### config.mk
export PLATFORM = sky130hd
export DESIGN_NAME = cc_inserter
export DESIGN_NICKNAME = d
export VERILOG_FILES = /design/src/rtl/cc_pkg.sv /design/src/rtl/cc_match.sv /design/src/rtl/cc_word_reg.sv /design/src/rtl/cc_serializer.sv /design/src/rtl/cc_inserter.sv
export SDC_FILE = /design/constraint.sdc
export NUM_CORES = 1
export LEC_CHECK = 0
export BUFFER_PORTS_ARGS = -buffer_cell sky130_fd_sc_hd__buf_2
export CAP_MARGIN = 20
export CORE_ASPECT_RATIO = 1.25
export CORE_MARGIN = 4
export CORE_UTILIZATION = 55
export CTS_CLUSTER_SIZE = 8
export DETAILED_ROUTE_END_ITERATION = 7
export PLACE_DENSITY = 0.85
export SLEW_MARGIN = 15
export SYNTH_ARGS = -nofsm -noshare
export SYNTH_HDL_FRONTEND = slang
export SYNTH_SLANG_ARGS = --single-unit
### constraint.sdc
create_clock -name clk_i -period 3.06 [get_ports clk_i]
set_input_delay 0.459 -clock clk_i [delete_from_list [all_inputs] [get_ports clk_i]]
set_output_delay 0.459 -clock clk_i [all_outputs]
set_load 0.01 [all_outputs]
### src/rtl/cc_pkg.sv
package cc_pkg;
  localparam int CHAR_W     = 7;
  localparam int RUNIN_BITS = 7;
  localparam int START_BITS = 3;
  localparam int FRAME_BITS = RUNIN_BITS + START_BITS + 2 * (CHAR_W + 1);

  typedef struct packed {
    logic [CHAR_W-1:0] c1;
    logic [CHAR_W-1:0] c0;
  } cc_word_t;

  // bit 0 of the result is sent first
  function automatic logic [FRAME_BITS-1:0] build_frame(cc_word_t w);
    logic [FRAME_BITS-1:0] f;
    f = '0;
    for (int i = 0; i < RUNIN_BITS; i++) f[i] = (i % 2 == 0);
    f[RUNIN_BITS]   = 1'b0;
    f[RUNIN_BITS+1] = 1'b0;
    f[RUNIN_BITS+2] = 1'b1;
    for (int i = 0; i < CHAR_W; i++) begin
      f[RUNIN_BITS+START_BITS+i]          = w.c0[i];
      f[RUNIN_BITS+START_BITS+CHAR_W+1+i] = w.c1[i];
    end
    f[RUNIN_BITS+START_BITS+CHAR_W]       = ~^w.c0;
    f[RUNIN_BITS+START_BITS+2*CHAR_W+1]   = ~^w.c1;
    return f;
  endfunction
endpackage

### src/rtl/cc_match.sv
module cc_match #(
  parameter int LINE_W = 10,
  parameter int PIX_W  = 12
) (
  input  logic              enable_i,
  input  logic              field_sel_i,
  input  logic [5:0]        line_sel_i,
  input  logic [9:0]        hstart_i,
  input  logic              field_i,
  input  logic [LINE_W-1:0] line_i,
  input  logic [PIX_W-1:0]  pixel_i,
  input  logic              busy_i,
  output logic              start_o
);
  logic hit;
  always_comb begin
    hit = (field_i == field_sel_i) &&
          (line_i  == LINE_W'(line_sel_i)) &&
          (pixel_i == PIX_W'(hstart_i));
    start_o = enable_i && hit && !busy_i;
  end
endmodule

### src/rtl/cc_word_reg.sv
module cc_word_reg
  import cc_pkg::*;
(
  input  logic     clk_i,
  input  logic     rst_ni,
  input  logic     wr_i,
  input  cc_word_t wr_word_i,
  input  logic     wr_ready_i,
  input  logic     start_i,
  input  logic     done_i,
  output cc_word_t word_o,
  output logic     rdy_o
);
  logic dirty_q;  // written since the last frame start

  always_ff @(posedge clk_i or negedge rst_ni) begin
    if (!rst_ni) begin
      word_o  <= '0;
      rdy_o   <= 1'b0;
      dirty_q <= 1'b0;
    end else if (wr_i) begin
      word_o  <= wr_word_i;
      rdy_o   <= wr_ready_i;
      dirty_q <= 1'b1;
    end else begin
      if (start_i) dirty_q <= 1'b0;
      if (done_i && !dirty_q) rdy_o <= 1'b0;
    end
  end


  wr_rdy_chk: assert property (@(posedge clk_i) disable iff (!rst_ni)
    wr_i |=> (rdy_o == $past(wr_ready_i)));
endmodule

### src/rtl/cc_serializer.sv
module cc_serializer
  import cc_pkg::*;
#(
  parameter int BIT_CLKS = 4
) (
  input  logic                  clk_i,
  input  logic                  rst_ni,
  input  logic                  start_i,
  input  logic [FRAME_BITS-1:0] frame_i,
  output logic                  busy_o,
  output logic                  done_o,
  output logic                  data_o
);
  localparam int SUB_W = (BIT_CLKS > 1) ? $clog2(BIT_CLKS) : 1;
  localparam int IDX_W = $clog2(FRAME_BITS);
  localparam logic [SUB_W-1:0] SUB_LAST = SUB_W'(BIT_CLKS - 1);
  localparam logic [IDX_W-1:0] IDX_LAST = IDX_W'(FRAME_BITS - 1);

  logic [FRAME_BITS-1:0] sh_q;
  logic [SUB_W-1:0]      sub_q;
  logic [IDX_W-1:0]      idx_q;
  logic                  bit_end, last_bit;

  assign bit_end  = (sub_q == SUB_LAST);
  assign last_bit = (idx_q == IDX_LAST);

  always_ff @(posedge clk_i or negedge rst_ni) begin
    if (!rst_ni) begin
      sh_q   <= '0;
      sub_q  <= '0;
      idx_q  <= '0;
      busy_o <= 1'b0;
      done_o <= 1'b0;
    end else begin
      done_o <= 1'b0;
      if (start_i) begin
        sh_q   <= frame_i;
        sub_q  <= '0;
        idx_q  <= '0;
        busy_o <= 1'b1;
      end else if (busy_o) begin
        if (bit_end) begin
          sub_q <= '0;
          if (last_bit) begin
            busy_o <= 1'b0;
            done_o <= 1'b1;
          end else begin
            idx_q <= idx_q + 1'b1;
            sh_q  <= sh_q >> 1;
          end
        end else begin
          sub_q <= sub_q + 1'b1;
        end
      end
    end
  end

  assign data_o = busy_o & sh_q[0];


  runin_chk: assert property (@(posedge clk_i) disable iff (!rst_ni)
    (busy_o && idx_q < IDX_W'(RUNIN_BITS)) |-> (data_o == ~idx_q[0]));

  start_code_chk: assert property (@(posedge clk_i) disable iff (!rst_ni)
    (busy_o && idx_q == IDX_W'(RUNIN_BITS + 2)) |-> data_o);
endmodule

### src/rtl/cc_inserter.sv
module cc_inserter
  import cc_pkg::*;
#(
  parameter int LINE_W   = 10,
  parameter int PIX_W    = 12,
  parameter int BIT_CLKS = 4
) (
  input  logic              clk_i,
  input  logic              rst_ni,
  input  logic              enable_i,
  input  logic              field_sel_i,
  input  logic [5:0]        line_sel_i,
  input  logic [9:0]        hstart_i,
  input  logic              field_i,
  input  logic [LINE_W-1:0] line_i,
  input  logic [PIX_W-1:0]  pixel_i,
  input  logic              wr_i,
  input  logic [6:0]        wr_char0_i,
  input  logic [6:0]        wr_char1_i,
  input  logic              wr_ready_i,
  output logic              rdy_o,
  output logic              active_o,
  output logic              data_o
);
  localparam int TOTAL_CLKS = FRAME_BITS * BIT_CLKS;

  logic     start, done;
  cc_word_t word, wr_word, tx_word;

  assign wr_word = '{c1: wr_char1_i, c0: wr_char0_i};
  assign tx_word = rdy_o ? word : '0;  // nulls when nothing is ready

  cc_match #(.LINE_W(LINE_W), .PIX_W(PIX_W)) u_match (
    .enable_i    (enable_i),
    .field_sel_i (field_sel_i),
    .line_sel_i  (line_sel_i),
    .hstart_i    (hstart_i),
    .field_i     (field_i),
    .line_i      (line_i),
    .pixel_i     (pixel_i),
    .busy_i      (active_o),
    .start_o     (start)
  );

  cc_word_reg u_word (
    .clk_i      (clk_i),
    .rst_ni     (rst_ni),
    .wr_i       (wr_i),
    .wr_word_i  (wr_word),
    .wr_ready_i (wr_ready_i),
    .start_i    (start),
    .done_i     (done),
    .word_o     (word),
    .rdy_o      (rdy_o)
  );

  cc_serializer #(.BIT_CLKS(BIT_CLKS)) u_ser (
    .clk_i   (clk_i),
    .rst_ni  (rst_ni),
    .start_i (start),
    .frame_i (build_frame(tx_word)),
    .busy_o  (active_o),
    .done_o  (done),
    .data_o  (data_o)
  );

  // checker-side length counter
  logic [$clog2(TOTAL_CLKS+2)-1:0] act_len_q;
  always_ff @(posedge clk_i or negedge rst_ni) begin
    if (!rst_ni)       act_len_q <= '0;
    else if (active_o) act_len_q <= act_len_q + 1'b1;
    else               act_len_q <= '0;
  end


  len_chk: assert property (@(posedge clk_i) disable iff (!rst_ni)
    act_len_q <= TOTAL_CLKS);

  start_pos_chk: assert property (@(posedge clk_i) disable iff (!rst_ni)
    $rose(active_o) |-> $past(pixel_i == PIX_W'(hstart_i) &&
                              line_i == LINE_W'(line_sel_i) &&
                              field_i == field_sel_i));

  disabled_chk: assert property (@(posedge clk_i) disable iff (!rst_ni)
    !enable_i |=> !$rose(active_o));

  idle_low_chk: assert property (@(posedge clk_i) disable iff (!rst_ni)
    !active_o |-> !data_o);
endmodule

Word level (Yosys, flattened, before mapping)
Index checks and enable logic that the tools add are counted.

storage, ports and cells
  register bits after elaboration = 51
  input port bits = 59
  word-level logic and storage cells = 56

operators by class
  add/sub/neg operators = 2
  eq/ne operators = 6
  multiplexer cells = 24
  bitwise operators = 1
  reduce and logical (&&, ||, !) cells = 14

operator list
  kind                   count
  $mux W26               4
  $mux W5                4
  $mux W14               1
  $reduce_xnor A7 Y1     2
  $eq A12 B10 Y1         1
  $mux W1                12
  $eq A10 B6 Y1          1
  $reduce_bool A2 Y1     4
  $mux W2                3
  $add A5 B1 Y5 const B  1
  $eq A5 B5 Y1 const B   1
  $logic_and A1 B1 Y1    5
  $reduce_and A3 Y1      1
  $add A2 B1 Y2 const B  1
  $eq A2 B2 Y1 const B   1
  $logic_not A1 Y1       2
  $ne A2 B2 Y1 const B   1
  $and A1 B1 Y1          1
  $eq A1 B1 Y1           1

Logic depth before layout (Yosys ltp)
  depth after elaboration = 7
  mapped depth = 8
  depth with buffers taken out = 7

Modules after synthesis
Synthesis repeated with hierarchy kept, for this count alone.

second synthesis, totals
  cells, all modules = 281
  area total of the unflattened synthesis = 2872.8 um2

by module, submodules not included
  module         times used  cells each  area each (um2)  seq. area each (um2)
  cc_serializer  1           190         1779.2           875.8
  cc_word_reg    1           38          651.9            400.4
  cc_inserter    1           27          232.7            0.0
  cc_match       1           26          209.0            0.0

Worst setup path before layout
OpenSTA, ideal clock, no wires.

  kind = input to register
  from = in line_i[7]
  to = reg u_ser.sh_q[10]
  library setup time = 0.131 ns
  arrival time = 1.567 ns
  required time = 2.929 ns
  slack = 1.363 ns
  cell stages on the path = 7
  buffers on the path = 2
  path through = nor4b_2 -> nand4_1 -> nor3_2 -> and3_2 -> buf_4 -> buf_4 -> o21ai_0

between the ends
  word-level cells in the longest chain between the ends = 7
  elaborated cells between the ends (all ways) = 10

ends and longest elaborated chain
  what                                                                 line                 RTL
  from (decl)                                                          cc_inserter.sv:15    input logic [LINE_W-1:0] line_i,
  $eq A10 B6 Y1 (*)                                                    cc_match.sv:18       (line_i == LINE_W'(line_sel_i)) &&
  $logic_and A1 B1 Y1 (*)                                              cc_match.sv:17       hit = (field_i == field_sel_i) &&
  $logic_and A1 B1 Y1 (*)                                              cc_match.sv:18
  $logic_and A1 B1 Y1 (*) (2 in series)                                cc_match.sv:20       start_o = enable_i && hit && !busy_i;
  $ne A2 B2 Y1 (no source line) or $reduce_bool A2 Y1 (tied branches)  n/a
  $reduce_and A3 Y1 (no source line)                                   n/a
  to (signal assigned)                                                 cc_serializer.sv:37  sh_q <= frame_i;
  to (signal assigned)                                                 cc_serializer.sv:49  sh_q <= sh_q >> 1;
  to (decl)                                                            cc_serializer.sv:19  logic [FRAME_BITS-1:0] sh_q;

Every way passes the cells marked *; elsewhere a longest branch is shown, timed or not.
A chain may end at the register's enable or synchronous reset.

Worst setup path in the final report
  from = reg u_ser.idx_q[0]
  to = reg u_ser.sh_q[17]

between the ends
  word-level cells in the longest chain between the ends = 3

ends and longest elaborated chain
  what                                line                 RTL
  from (decl)                         cc_serializer.sv:21  logic [IDX_W-1:0] idx_q;
  from (signal assigned)              cc_serializer.sv:48  idx_q <= idx_q + 1'b1;
  $eq A5 B5 Y1                        cc_serializer.sv:25  assign last_bit = (idx_q == IDX_LAST);
  $ne A2 B2 Y1 (no source line)       n/a
  $reduce_and A3 Y1 (no source line)  n/a

Every way passes these cells.

==> impl_metrics.toml <==
[detailed_routing]
drc = 0
drt-total-wl_um = 5060
wire_per_inst_um = 14.0
vias_per_cell = 5.36
ant_nets = 0
detail_route.iter0.violations = 63
via_count = 1928
drt_first_pass_iters = 4

[floorplan]
die_area_sq_um = 5910
num_io_pins = 62
die_h_um = 84.9
rows = 27
start_util = 0.580
die_w_um = 69.6
core_sq_um = 4490

[cts]
postCtsSetupBuffers = 0
insertion_delay_ns = 0.30
cts_max_level = 2
cts-buffers-inserted = 5
root_buffer = "clkbuf_8"
clk_pin_slew_ns = 0.09
post_cts_resized = 0
cts_tree = "yes"
clk_path_buf_depth = 2
cts_hold_buf = 0
clock_sinks = 51

[pwr]
p_leak_nw = 1.38
p_clk_frac = 0.295
power_frac_seq = 0.573
switching_share = 0.239
power.switching_w = 0.000298
power.density_nw_per_um2 = 417
internal-power_w = 0.000950
power_w = 0.00125
combPwrFrac = 0.132
vdd_drop_max_mv = 0.383

[global_route]
grt_pass1_wl_um = 9050
grt_pass1_vias = 2062
grt-ovfl-total = 0
grt_antenna_before_repair = 0
grt_max_degree = 52
track_usage = 0.186

[outcome]
status = "finished, final reports clean"

[sta]
finalClockSkew_ns = 0.00883
grt_setup_unrepaired = "no"
slew_headroom = 0.581
min_period_ns = 1.96
finalCritPeriodShare = 0.639
max_clock_freq_ghz = 0.511
finalMaxSlewViolations = 0
setup_tns_ns = 0
setup_viol = 0
worst_pin_slew_ns = 0.629
hold_viol_final = 0
finalWorstSetupSlack_ns = 1.10
holdWs_ns = 0.169

[synth]
synth_area_leader_cell = "dfrtp_1"
synth_top_flop_cell = "dfrtp_1"
synth_top_area_share = 0.490
synthArstFlopShare = 1.00
synth.distinct_cells = 34
synthCells = 243
ys_seq_elements = 51
netlist_area_sq_um = 2600
yosys_warnings = 0
synth_area_leaders = "dfrtp_1, xnor2_1, mux2_2, nand2_1, mux2i_1"
syn_area_per_cell_sq_um = 10.7
synth_nets = 305
synth_edf_count = 0
ys_seq_area_frac = 0.490

[hold_path]
hold_class = "input port to async pin"

[critical_path]
crit_family = "simple AND/OR/NAND/NOR gates"
crit_top_cell = "nand2_1"
crit_fanout = 28
required_ns = 3.24
crit_chain = "ha_1, nand4b_1, nand3_2, nand2_1, nand2_1, mux2_2"
rr_endpoint = "u_ser.sh_q[17]"
critPathArrivalTime_ns = 2.14
cp-end-kind = "flop"
path_buf_inv = 0
critical_path_class = "flop to flop"
cp-startpoint = "u_ser.idx_q[0]"
max_stage_delay_ns = 0.50
crit_slowest_cell = "nand3_2"
reg2reg_slack_ns = 1.10
timing.rr.start = "u_ser.idx_q[0]"
reg2reg_depth = 6
worstSetupStartpointType = "flop"

[layout]
regArea_sq_um = 1280
area_growth_pct = 15.0
drive_gt1_frac = 0.308
stdcell_area_sq_um = 3000
finalNetCount = 363
diodes = 0
num-fill-cells = 346
multiInputGateArea_sq_um = 1220

[place]
placed_cell_area_sq_um = 2910
dp_hpwl_um = 3810
numPortBuffers = 61
globalplace.congestion = 0.757
place_ws_ns = 1.00

[job]
drv_cap = 0
## flip-flops by register name (all words and copies together), names as in the netlist
signal / cells
u_ser.sh_q: 26
u_ser.sub_q: 2
u_ser.idx_q: 5
u_word.dirty_q: 1
u_ser.busy_o: 1
u_word.rdy_o: 1
u_word.word_o: 14
u_ser.done_o: 1
## synthesized netlist by cell type (5+ instances only)
cell / count
xor2_1: 5
clkbuf_1: 5
mux2i_1: 13
xnor2_1: 27
and2_1: 8
nand2_1: 37
o21ai_0: 14
mux2_2: 15
a21oi_1: 6
nor2_1: 15
a41oi_1: 6
dfrtp_1: 51
nand4_1: 8
## power by group through the flow
stage	logic (W)	registers [W]	clock network, W
3_5_place_dp	0.000166	0.000729	0
4_1_cts	0.000168	0.000716	0.000377
6_report	0.000165	0.000715	0.000368
5_1_grt	0.000183	0.000719	0.000404
3_3_place_gp	0.000159	0.000729	0
2_1_floorplan	0.000106	0.000721	0
## cell usage in the layout (no fill, tap or decap), types with 5 or more instances in the layout
master	instances
a21oi_1	6
a41oi_1	6
and2_1	8
buf_2	60
clkbuf_8	5
dfrtp_1	51
mux2_2	15
mux2i_1	13
nand2_1	37
nand4_1	8
nor2_1	15
o21ai_0	14
xnor2_1	27
xor2_1	5
## through the flow
step | cells | utilization
3_3_place_gp | 352 | 0.647
3_5_place_dp | 352 | 0.647
2_1_floorplan | 243 | -
6_report | 360 | 0.667
5_1_grt | 360 | 0.667
4_1_cts | 360 | 0.666
## layer usage
| metal | global-route usage | up-vias | share of wire |
|---|---|---|---|
| met5 | 0 | - | 0 |
| met4 | 0.0657 | 0 | 0.017 |
| met3 | 0.0391 | 10 | 0.041 |
| met2 | 0.345 | 39 | 0.58 |
| met1 | 0.208 | 939 | 0.37 |
| li1 | - | 940 | - |
## worst register-to-register path: cells and delay by family, from the launching register on
family / cells / cell delay, ns
muxes: 1 / 0.26
DFF: 1 / 0.43
and+or+nand+nor: 4 / 0.94
adders and majority gates: 1 / 0.22
## logic make-up after synthesis
logic type                 after synthesis  synth area share
AOI/OAI and AO/OA                       32            0.0769
xor gates and xnor gates                32             0.108
adders and majority gates                3            0.0144
buffers and inverters                   16            0.0413
DFF                                     51             0.490
muxes                                   28             0.115
and+or+nand+nor                         81             0.155
## cell type report
type                    instances  share of cell area
repair buffers                 64               0.110
inverters                       3             0.00376
multi-input cells             176               0.408
clock inverters                 2             0.00418
flip-flops and latches         51               0.426
clock buffers                   6              0.0242
well taps                      58              0.0242
## worst max path at each step
| stage | to | cells after the start |
|---|---|---|
| finish | u_ser.sh_q[17] | 6 |
| global route | u_ser.sh_q[17] | 7 |
| CTS | u_ser.sh_q[17] | 6 |
| detailed placement | u_ser.sh_q[19] | 7 |
| global placement | u_ser.sh_q[17] | 7 |
| floorplan | u_ser.sh_q[10] | 7 |
(Power assumes the default switching activity.)
